**src/rtl/tpf_pkg.sv**
```systemverilog
package tpf_pkg;
  localparam int unsigned CLK_MHZ     = 20;
  localparam int unsigned LATENCY_NS  = 3200;
  localparam int unsigned WINDOW_NS   = 2500;
  localparam int unsigned ADC_W       = 10;
  localparam int unsigned DELAY_CYC   = LATENCY_NS * CLK_MHZ / 1000;
  localparam int unsigned WINDOW_CYC  = WINDOW_NS * CLK_MHZ / 1000;
  localparam int unsigned IDX_W       = $clog2(WINDOW_CYC);
endpackage

```
**src/rtl/tpf_delay_line.sv**
```systemverilog
module tpf_delay_line #(
  parameter int unsigned W     = 10,
  parameter int unsigned DEPTH = 64
) (
  input  logic         clk,
  input  logic         rst_n,
  input  logic [W-1:0] din,
  output logic [W-1:0] tap
);
  logic [W-1:0] stage [DEPTH];

  always_ff @(posedge clk or negedge rst_n) begin
    if (!rst_n) stage[0] <= '0;
    else        stage[0] <= din;
  end

  for (genvar g = 1; g < DEPTH; g++) begin : g_stage
    always_ff @(posedge clk or negedge rst_n) begin
      if (!rst_n) stage[g] <= '0;
      else        stage[g] <= stage[g-1];
    end
  end

  assign tap = stage[DEPTH-1];
endmodule

```
**src/rtl/tpf_peak_tracker.sv**
```systemverilog
module tpf_peak_tracker #(
  parameter int unsigned W      = 10,
  parameter int unsigned WINDOW = 50,
  localparam int unsigned IW    = $clog2(WINDOW)
) (
  input  logic          clk,
  input  logic          rst_n,
  input  logic          abort,
  input  logic          start_req,
  input  logic          block,
  input  logic [W-1:0]  sample,
  output logic          done,
  output logic [W-1:0]  res_val,
  output logic [IW-1:0] res_idx
);
  logic          busy;
  logic [IW-1:0] cnt;
  logic [W-1:0]  best_val;
  logic [IW-1:0] best_idx;

  logic          start, take, upd, last;
  logic [IW-1:0] cur_idx;

  assign start   = !busy && start_req && !block;
  assign take    = start || busy;
  assign cur_idx = start ? '0 : cnt;
  // strict compare keeps the earliest of equal maxima
  assign upd     = start || (sample > best_val);
  assign res_val = upd ? sample  : best_val;
  assign res_idx = upd ? cur_idx : best_idx;
  assign last    = take && (cur_idx == IW'(WINDOW - 1));
  assign done    = last && !abort;

  always_ff @(posedge clk or negedge rst_n) begin
    if (!rst_n) begin
      busy     <= 1'b0;
      cnt      <= '0;
      best_val <= '0;
      best_idx <= '0;
    end else if (abort) begin
      busy     <= 1'b0;
      cnt      <= '0;
      best_val <= '0;
      best_idx <= '0;
    end else if (take) begin
      best_val <= res_val;
      best_idx <= res_idx;
      busy     <= !last;
      cnt      <= last ? '0 : cur_idx + 1'b1;
    end
  end


  best_mono_chk: assert property (@(posedge clk) disable iff (!rst_n)
    (busy && !abort) |=> (best_val >= $past(best_val)));


  cnt_range_chk: assert property (@(posedge clk) disable iff (!rst_n)
    busy |-> (cnt < IW'(WINDOW)));
endmodule

```
**src/rtl/trig_peak_finder.sv**
```systemverilog
module trig_peak_finder
  import tpf_pkg::*;
#(
  parameter int unsigned SAMPLE_W = ADC_W,
  parameter int unsigned DELAY    = DELAY_CYC,
  parameter int unsigned WINDOW   = WINDOW_CYC,
  localparam int unsigned IW      = $clog2(WINDOW)
) (
  input  logic                clk,
  input  logic                rst_n,
  input  logic [SAMPLE_W-1:0] sample_in,
  input  logic                trig,
  input  logic                trig_rst,
  input  logic                buf_full,
  output logic [SAMPLE_W-1:0] peak_val,
  output logic [IW-1:0]       peak_idx,
  output logic                peak_valid
);
  logic [SAMPLE_W-1:0] dly_sample;
  logic                trk_done;
  logic [SAMPLE_W-1:0] trk_val;
  logic [IW-1:0]       trk_idx;

  tpf_delay_line #(.W(SAMPLE_W), .DEPTH(DELAY)) u_dly (
    .clk  (clk),
    .rst_n(rst_n),
    .din  (sample_in),
    .tap  (dly_sample)
  );

  tpf_peak_tracker #(.W(SAMPLE_W), .WINDOW(WINDOW)) u_trk (
    .clk      (clk),
    .rst_n    (rst_n),
    .abort    (trig_rst),
    .start_req(trig),
    .block    (buf_full),
    .sample   (dly_sample),
    .done     (trk_done),
    .res_val  (trk_val),
    .res_idx  (trk_idx)
  );

  logic publish;
  assign publish = trk_done && !buf_full;

  always_ff @(posedge clk or negedge rst_n) begin
    if (!rst_n) begin
      peak_valid <= 1'b0;
      peak_val   <= '0;
      peak_idx   <= '0;
    end else if (trig_rst) begin
      peak_valid <= 1'b0;
      peak_val   <= '0;
      peak_idx   <= '0;
    end else begin
      peak_valid <= publish;
      if (publish) begin
        peak_val <= trk_val;
        peak_idx <= trk_idx;
      end
    end
  end


  valid_pulse_chk: assert property (@(posedge clk) disable iff (!rst_n)
    peak_valid |=> !peak_valid);


  idx_range_chk: assert property (@(posedge clk) disable iff (!rst_n)
    peak_valid |-> (peak_idx < IW'(WINDOW)));


  abort_clear_chk: assert property (@(posedge clk) disable iff (!rst_n)
    trig_rst |=> (!peak_valid && peak_val == '0 && peak_idx == '0));


  full_block_chk: assert property (@(posedge clk) disable iff (!rst_n)
    buf_full |=> !peak_valid);


  hold_chk: assert property (@(posedge clk) disable iff (!rst_n)
    (!trk_done && !trig_rst) |=> ($stable(peak_val) && $stable(peak_idx)));
endmodule

```
**config.mk**
```make
export PLATFORM = sky130hd
export DESIGN_NAME = trig_peak_finder
export DESIGN_NICKNAME = d
export VERILOG_FILES = /design/src/rtl/tpf_pkg.sv /design/src/rtl/tpf_delay_line.sv /design/src/rtl/tpf_peak_tracker.sv /design/src/rtl/trig_peak_finder.sv
export SDC_FILE = /design/constraint.sdc
export NUM_CORES = 1
export LEC_CHECK = 0
export BUFFER_PORTS_ARGS = -buffer_cell sky130_fd_sc_hd__buf_2
export CAP_MARGIN = 20
export CORE_MARGIN = 4
export CORE_UTILIZATION = 60
export DETAILED_ROUTE_END_ITERATION = 8
export PLACE_DENSITY = 0.77
export REMOVE_ABC_BUFFERS = 1
export SYNTH_ARGS = -nofsm -noshare
export SYNTH_HDL_FRONTEND = slang
export SYNTH_SLANG_ARGS = --single-unit
export TNS_END_PERCENT = 30
```
**constraint.sdc**
```tcl
create_clock -name clk -period 3.35 [get_ports clk]
set_clock_uncertainty 0.05 [all_clocks]
set_input_delay 0.8375 -clock clk [delete_from_list [all_inputs] [get_ports clk]]
set_output_delay 0.8375 -clock clk [all_outputs]
set_load 0.01 [all_outputs]
```
# Yosys cells after proc, flatten, opt, wreduce, memory -nomap -nowiden
# Cells that the tools add are included.
# op_classes
addsub	1
magnitude_cmp	1
n_eq_ne	1
mux	17
reduce_logical	13
# ops
cell	n
two-way mux 6 bit	9
two-way mux 10 bit	5
> comparator 10 bit	1
adder 6 x 1 -> 6 bit (second input constant)	1
equality test 6 bit (second input constant)	1
logical AND 1 bit	5
logical NOT 1 bit	4
nonzero test 2 bit	2
two-way mux 1 bit	3
logical OR 1 bit	2
# totals
register_bits	680
inputBits	15
output_inout_bits	17
wordCells	104

# Longest topological paths before layout
# depth
word_depth	10
depth_mapped	11
depth_no_buf	9

# Hierarchy
# A second synthesis with hierarchy kept.
# unflattened
cells_unflattened	934
area_unflattened_um2	18769.3
# by_module_without_submodules
module	instances	cells_per_inst	area_per_inst_um2	seq_area_each_um2
tpf_delay_line	1	650	16090.4	16015.4
tpf_peak_tracker	1	211	1799.2	575.6
trig_peak_finder	1	73	879.6	425.4

# Worst setup path before layout
# Ideal clock, no wire load.
# synth_timing
path_kind	in2reg
startpoint	in buf_full
endpoint	reg peak_idx[4]
setup_ps	86
t_arrival_ps	2735
required_ps	3214
setup_slack_ps	479
cell_stages	11
n_path_buf	2
cell_sequence	or3b_2 and2_1 inv_1 ha_1 nand2_1 nor4_1 and2_1 buf_4 buf_4 nor2_1 nor3_1
# synth_via
elab_chain_cells	8
word_cells_on_any_way	13
classes_between	eq/ne (1); mux (4); reduce/logical (8)
# synth_lines
item	line_no	text
start: declaration	trig_peak_finder.sv:14	input logic buf_full,
logical NOT 1 bit (*)	tpf_peak_tracker.sv:24, trig_peak_finder.sv:44	
logical AND 1 bit	tpf_peak_tracker.sv:24	assign start = !busy && start_req && !block;
two-way mux 6 bit	tpf_peak_tracker.sv:26	assign cur_idx = start ? '0 : cnt;
equality test 6 bit	tpf_peak_tracker.sv:31	assign last = take && (cur_idx == IW'(WINDOW - 1));
logical AND 1 bit	tpf_peak_tracker.sv:31	
logical AND 1 bit	tpf_peak_tracker.sv:32	assign done = last && !abort;
logical AND 1 bit	trig_peak_finder.sv:44	assign publish = trk_done && !buf_full;
nonzero test 2 bit (no line)	--	
end signal: assignment	trig_peak_finder.sv:59	peak_idx <= trk_idx;
end: declaration	trig_peak_finder.sv:16	output logic [IW-1:0] peak_idx,
# Mark *: on every way between the ends. The rest lies on a longest branch, timed or not. The select of a mux whose other input is x is not followed.
# A chain may end at the register's enable or synchronous reset.

# Worst setup path in the final report
# layout_timing
startpoint	reg u_trk.busy
endpoint	reg peak_idx[1]
# layout_via
elab_chain_cells	9
word_cells_on_any_way	14
classes_between	eq/ne (1); mux (4); reduce/logical (9)
# layout_lines
item	line_no	text
start: declaration	tpf_peak_tracker.sv:16	logic busy;
start signal: assignment	tpf_peak_tracker.sv:48	busy <= !last;
logical NOT 1 bit	tpf_peak_tracker.sv:24	
logical AND 1 bit (2 in series)	tpf_peak_tracker.sv:24	
two-way mux 6 bit	tpf_peak_tracker.sv:26	
equality test 6 bit	tpf_peak_tracker.sv:31	
logical AND 1 bit	tpf_peak_tracker.sv:31	
logical AND 1 bit	tpf_peak_tracker.sv:32	
logical AND 1 bit	trig_peak_finder.sv:44	
nonzero test 2 bit (no line)	--	
# Parallel ways exist; a longest one is shown, timed or not. The select of a mux whose other input is x is not followed.

==> results.sh <==
export IMPL_grt_pass1_vias=8816
export IMPL_place_inst=1307
export IMPL_hold_class="in2async"
export IMPL_fin_crit_sh_pct=85.0
export IMPL_p_sw_share_pct=20.7
export IMPL_syn_inst=880
export IMPL_drc=0
export IMPL_nets=1005
export IMPL_grt_setup_unrepaired="false"
export IMPL_max_freq_ghz=0.351
export IMPL_final_cells=1415
export IMPL_synth_top_area_cell="dfrtp_1"
export IMPL_fin_hold_ws_ns=0.179
export IMPL_cts_sinks=680
export IMPL_root_buffer="clkbuf_16"
export IMPL_post_drt_wl_per_cell_um=22.5
export IMPL_max_vdd_ir_drop_mv=0.691
export IMPL_powerDensity_nw_per_um2=760
export IMPL_cp_max_fo=14
export IMPL_io_pins=32
export IMPL_dieArea_um2=33400
export IMPL_share_comb_of_total_power_pct=1.4
export IMPL_fillers=1559
export IMPL_rows=63
export IMPL_synth_yosys_warnings=0
export IMPL_grt_pass1_wl_um=52700
export IMPL_postLayoutCellArea_um2=21200
export IMPL_setup_viol=0
export IMPL_portBuffers=31
export IMPL_die_w_um=183
export IMPL_async_flop_share_pct=100
export IMPL_crit_path_end_kind="flop"
export IMPL_vias=7373
export IMPL_slew_headroom_pct=37.7
export IMPL_cap_violations=0
export IMPL_syn_area_um2=18300
export IMPL_ant_nets=0
export IMPL_cts_setup_buffers=0
export IMPL_finalWorstSetupSlack_ns=0.503
export IMPL_placed_cell_area_um2=19100
export IMPL_wirelength_um=31900
export IMPL_syn_avg_cell_area_um2=20.8
export IMPL_synth_cell_type_count=45
export IMPL_hpwl_um=14900
export IMPL_seq_power_share_pct=53.7
export IMPL_drive_gt1_share_pct=15.4
export IMPL_synth_area_leaders="dfrtp_1, ha_1, o21ai_0"
export IMPL_run_status="completed"
export IMPL_gp_congestion=0.856
export IMPL_startpoint="u_trk.busy"
export IMPL_p_leak_nw=10.0
export IMPL_dp_slack_ns=0.214
export IMPL_clockBufferDepth=3
export IMPL_critical_path_class="reg2reg"
export IMPL_power_frac_clock_pct=44.9
export IMPL_yosysTopAreaCellShare_pct=92.9
export IMPL_syn2layout_area_growth_pct=15.7
export IMPL_core_um2=29900
export IMPL_slew_violations=0
export IMPL_cts_clk_slew_worst_paths_ns=0.06
export IMPL_post_cts_resized=0
export IMPL_drt_pre_antenna_iters=4
export IMPL_die_y_um=183
export IMPL_tns_ns=0
export IMPL_ys_top_cells_by_count="dfrtp_1, o21ai_0, nand3_1"
export IMPL_p_sw_mw=3.33
export IMPL_via_per_inst=5.21
export IMPL_ys_flop_type="dfrtp_1"
export IMPL_antenna_cells=0
export IMPL_start_util_pct=61.3
export IMPL_ys_seq_elements=680
export IMPL_cts_buffers=59
export IMPL_antenna_found_initial=0
export IMPL_startpoint_type="flop"
export IMPL_synth_edf_count=0
export IMPL_postCtsHoldBufs=0
export IMPL_clock_latency_ns=0.60
export IMPL_htreeDepth=2
export IMPL_grt_max_degree=84
export IMPL_critPathRequiredTime_ns=3.78
export IMPL_worstReg2RegStart="u_trk.busy"
export IMPL_arrival_ns=3.27
export IMPL_seq_area_frac_synth_pct=92.9
export IMPL_overflow=0
export IMPL_synth_most_common_cell="dfrtp_1"
export IMPL_intPower_mw=12.8
export IMPL_first_iter_violations=610
export IMPL_fin_crit_ns=2.85
export IMPL_hold_viol=0
export IMPL_cts_tree="built"
export IMPL_tightestPinTransition_ns=0.934
export IMPL_grtUsageTotal_pct=20.8
metal layers:
layer	vias up	track usage, %	routed length [um]
li1	3092	-	-
met1	4023	30.0	13600
met2	198	33.8	16300
met3	60	3.81	1310
met4	0	5.76	717
met5	-	0	0
layout by cell type, fill, tap and decap left out, types with 2 or more instances in the layout:
cell and n:
dfrtp_1 680, clkbuf_16 59, buf_2 30, o21ai_0 26, nand3_1 22, inv_1 16, clkbuf_8 15, a21oi_1 13
nor2_1 12, a31oi_1 12, ha_1 12, clkbuf_1 12, buf_4 11, o21bai_1 10, nand2_1 9, bufinv_16 8
clkinv_2 8, nor3_1 6, a32o_1 6, buf_12 6, nor4_1 5, a311oi_2 3, a311oi_1 3, a22o_1 3
and2_1 2, and3_1 2, o21a_1 2, nor2b_1 2, o211ai_1 2, or3_1 2, inv_6 2, inv_16 2
state kept, by name, summed over array words and instances (netlist names):
name / cells
peak_val: 10
u_trk.busy: 1
u_trk.best_idx: 6
u_dly.tap: 10
u_trk.cnt: 6
peak_idx: 6
peak_valid: 1
u_dly.stage: 630
u_trk.best_val: 10
path summary, 6_finish.rpt:
check,to,slack (ns),cells past startpoint
worst min register to register,u_dly.stage[314],0.28,0
worst max-delay path,peak_idx[1],0.50,11
max in group asynchronous,u_dly.stage[518],1.97,2
min in group clk,u_dly.stage[314],0.28,0
worst max register to register,peak_idx[1],0.50,11
worst min-delay path,u_dly.tap[9],0.18,1
final cells by class:
type / instances / area (um2) / area share (%)
sequential: 680 / 17000 / 80.3
inverter: 16 / 60.1 / 0.283
tap: 390 / 488 / 2.30
multi-input combinational: 173 / 1180 / 5.56
clock inverter: 22 / 354 / 1.67
clock buffer: 86 / 1730 / 8.15
timing repair buffer: 48 / 368 / 1.74
power by group through the flow:
stage | sequential, mW | clock [mW] | combinational, mW
after global routing | 8.68 | 7.81 | 0.266
after global placement | 8.75 | 0 | 0.217
after detailed placement | 8.78 | 0 | 0.234
after floorplan | 8.72 | 0 | 0.0271
final | 8.65 | 7.23 | 0.227
after CTS | 8.66 | 7.46 | 0.240
cells by family (layout without fill, tap and decap cells):
logic type | Yosys count | after routing | synth area share (%)
AND/OR/NAND/NOR | 72 | 72 | 2.19
adder cells (fa/ha/maj) | 12 | 12 | 0.819
flip-flops | 680 | 680 | 92.9
buffers and inverters | 27 | 172 | 0.690
AO/OA/AOI/OAI | 87 | 87 | 3.33
XOR/XNOR | 2 | 2 | 0.0956
worst max-delay path, stage by stage, from the launching register on:
cell and delay, ns:
dfrtp_1 0.48, or3b_2 0.57, and2_1 0.20, inv_1 0.06
ha_1 0.16, nand2_1 0.05, nor4_1 0.29, buf_4 0.18
and2_1 0.16, buf_4 0.21, nor2_1 0.06, a311oi_1 0.26
stage by stage:
step | util [%] | power, mW
floorplan | - | 8.75
global placement | 64.0 | 8.97
detailed placement | 64.0 | 9.02
CTS | 70.9 | 16.4
global route | 70.9 | 16.8
finish | 70.9 | 16.1
No activity file was read; power rests on OpenSTA's default activity.
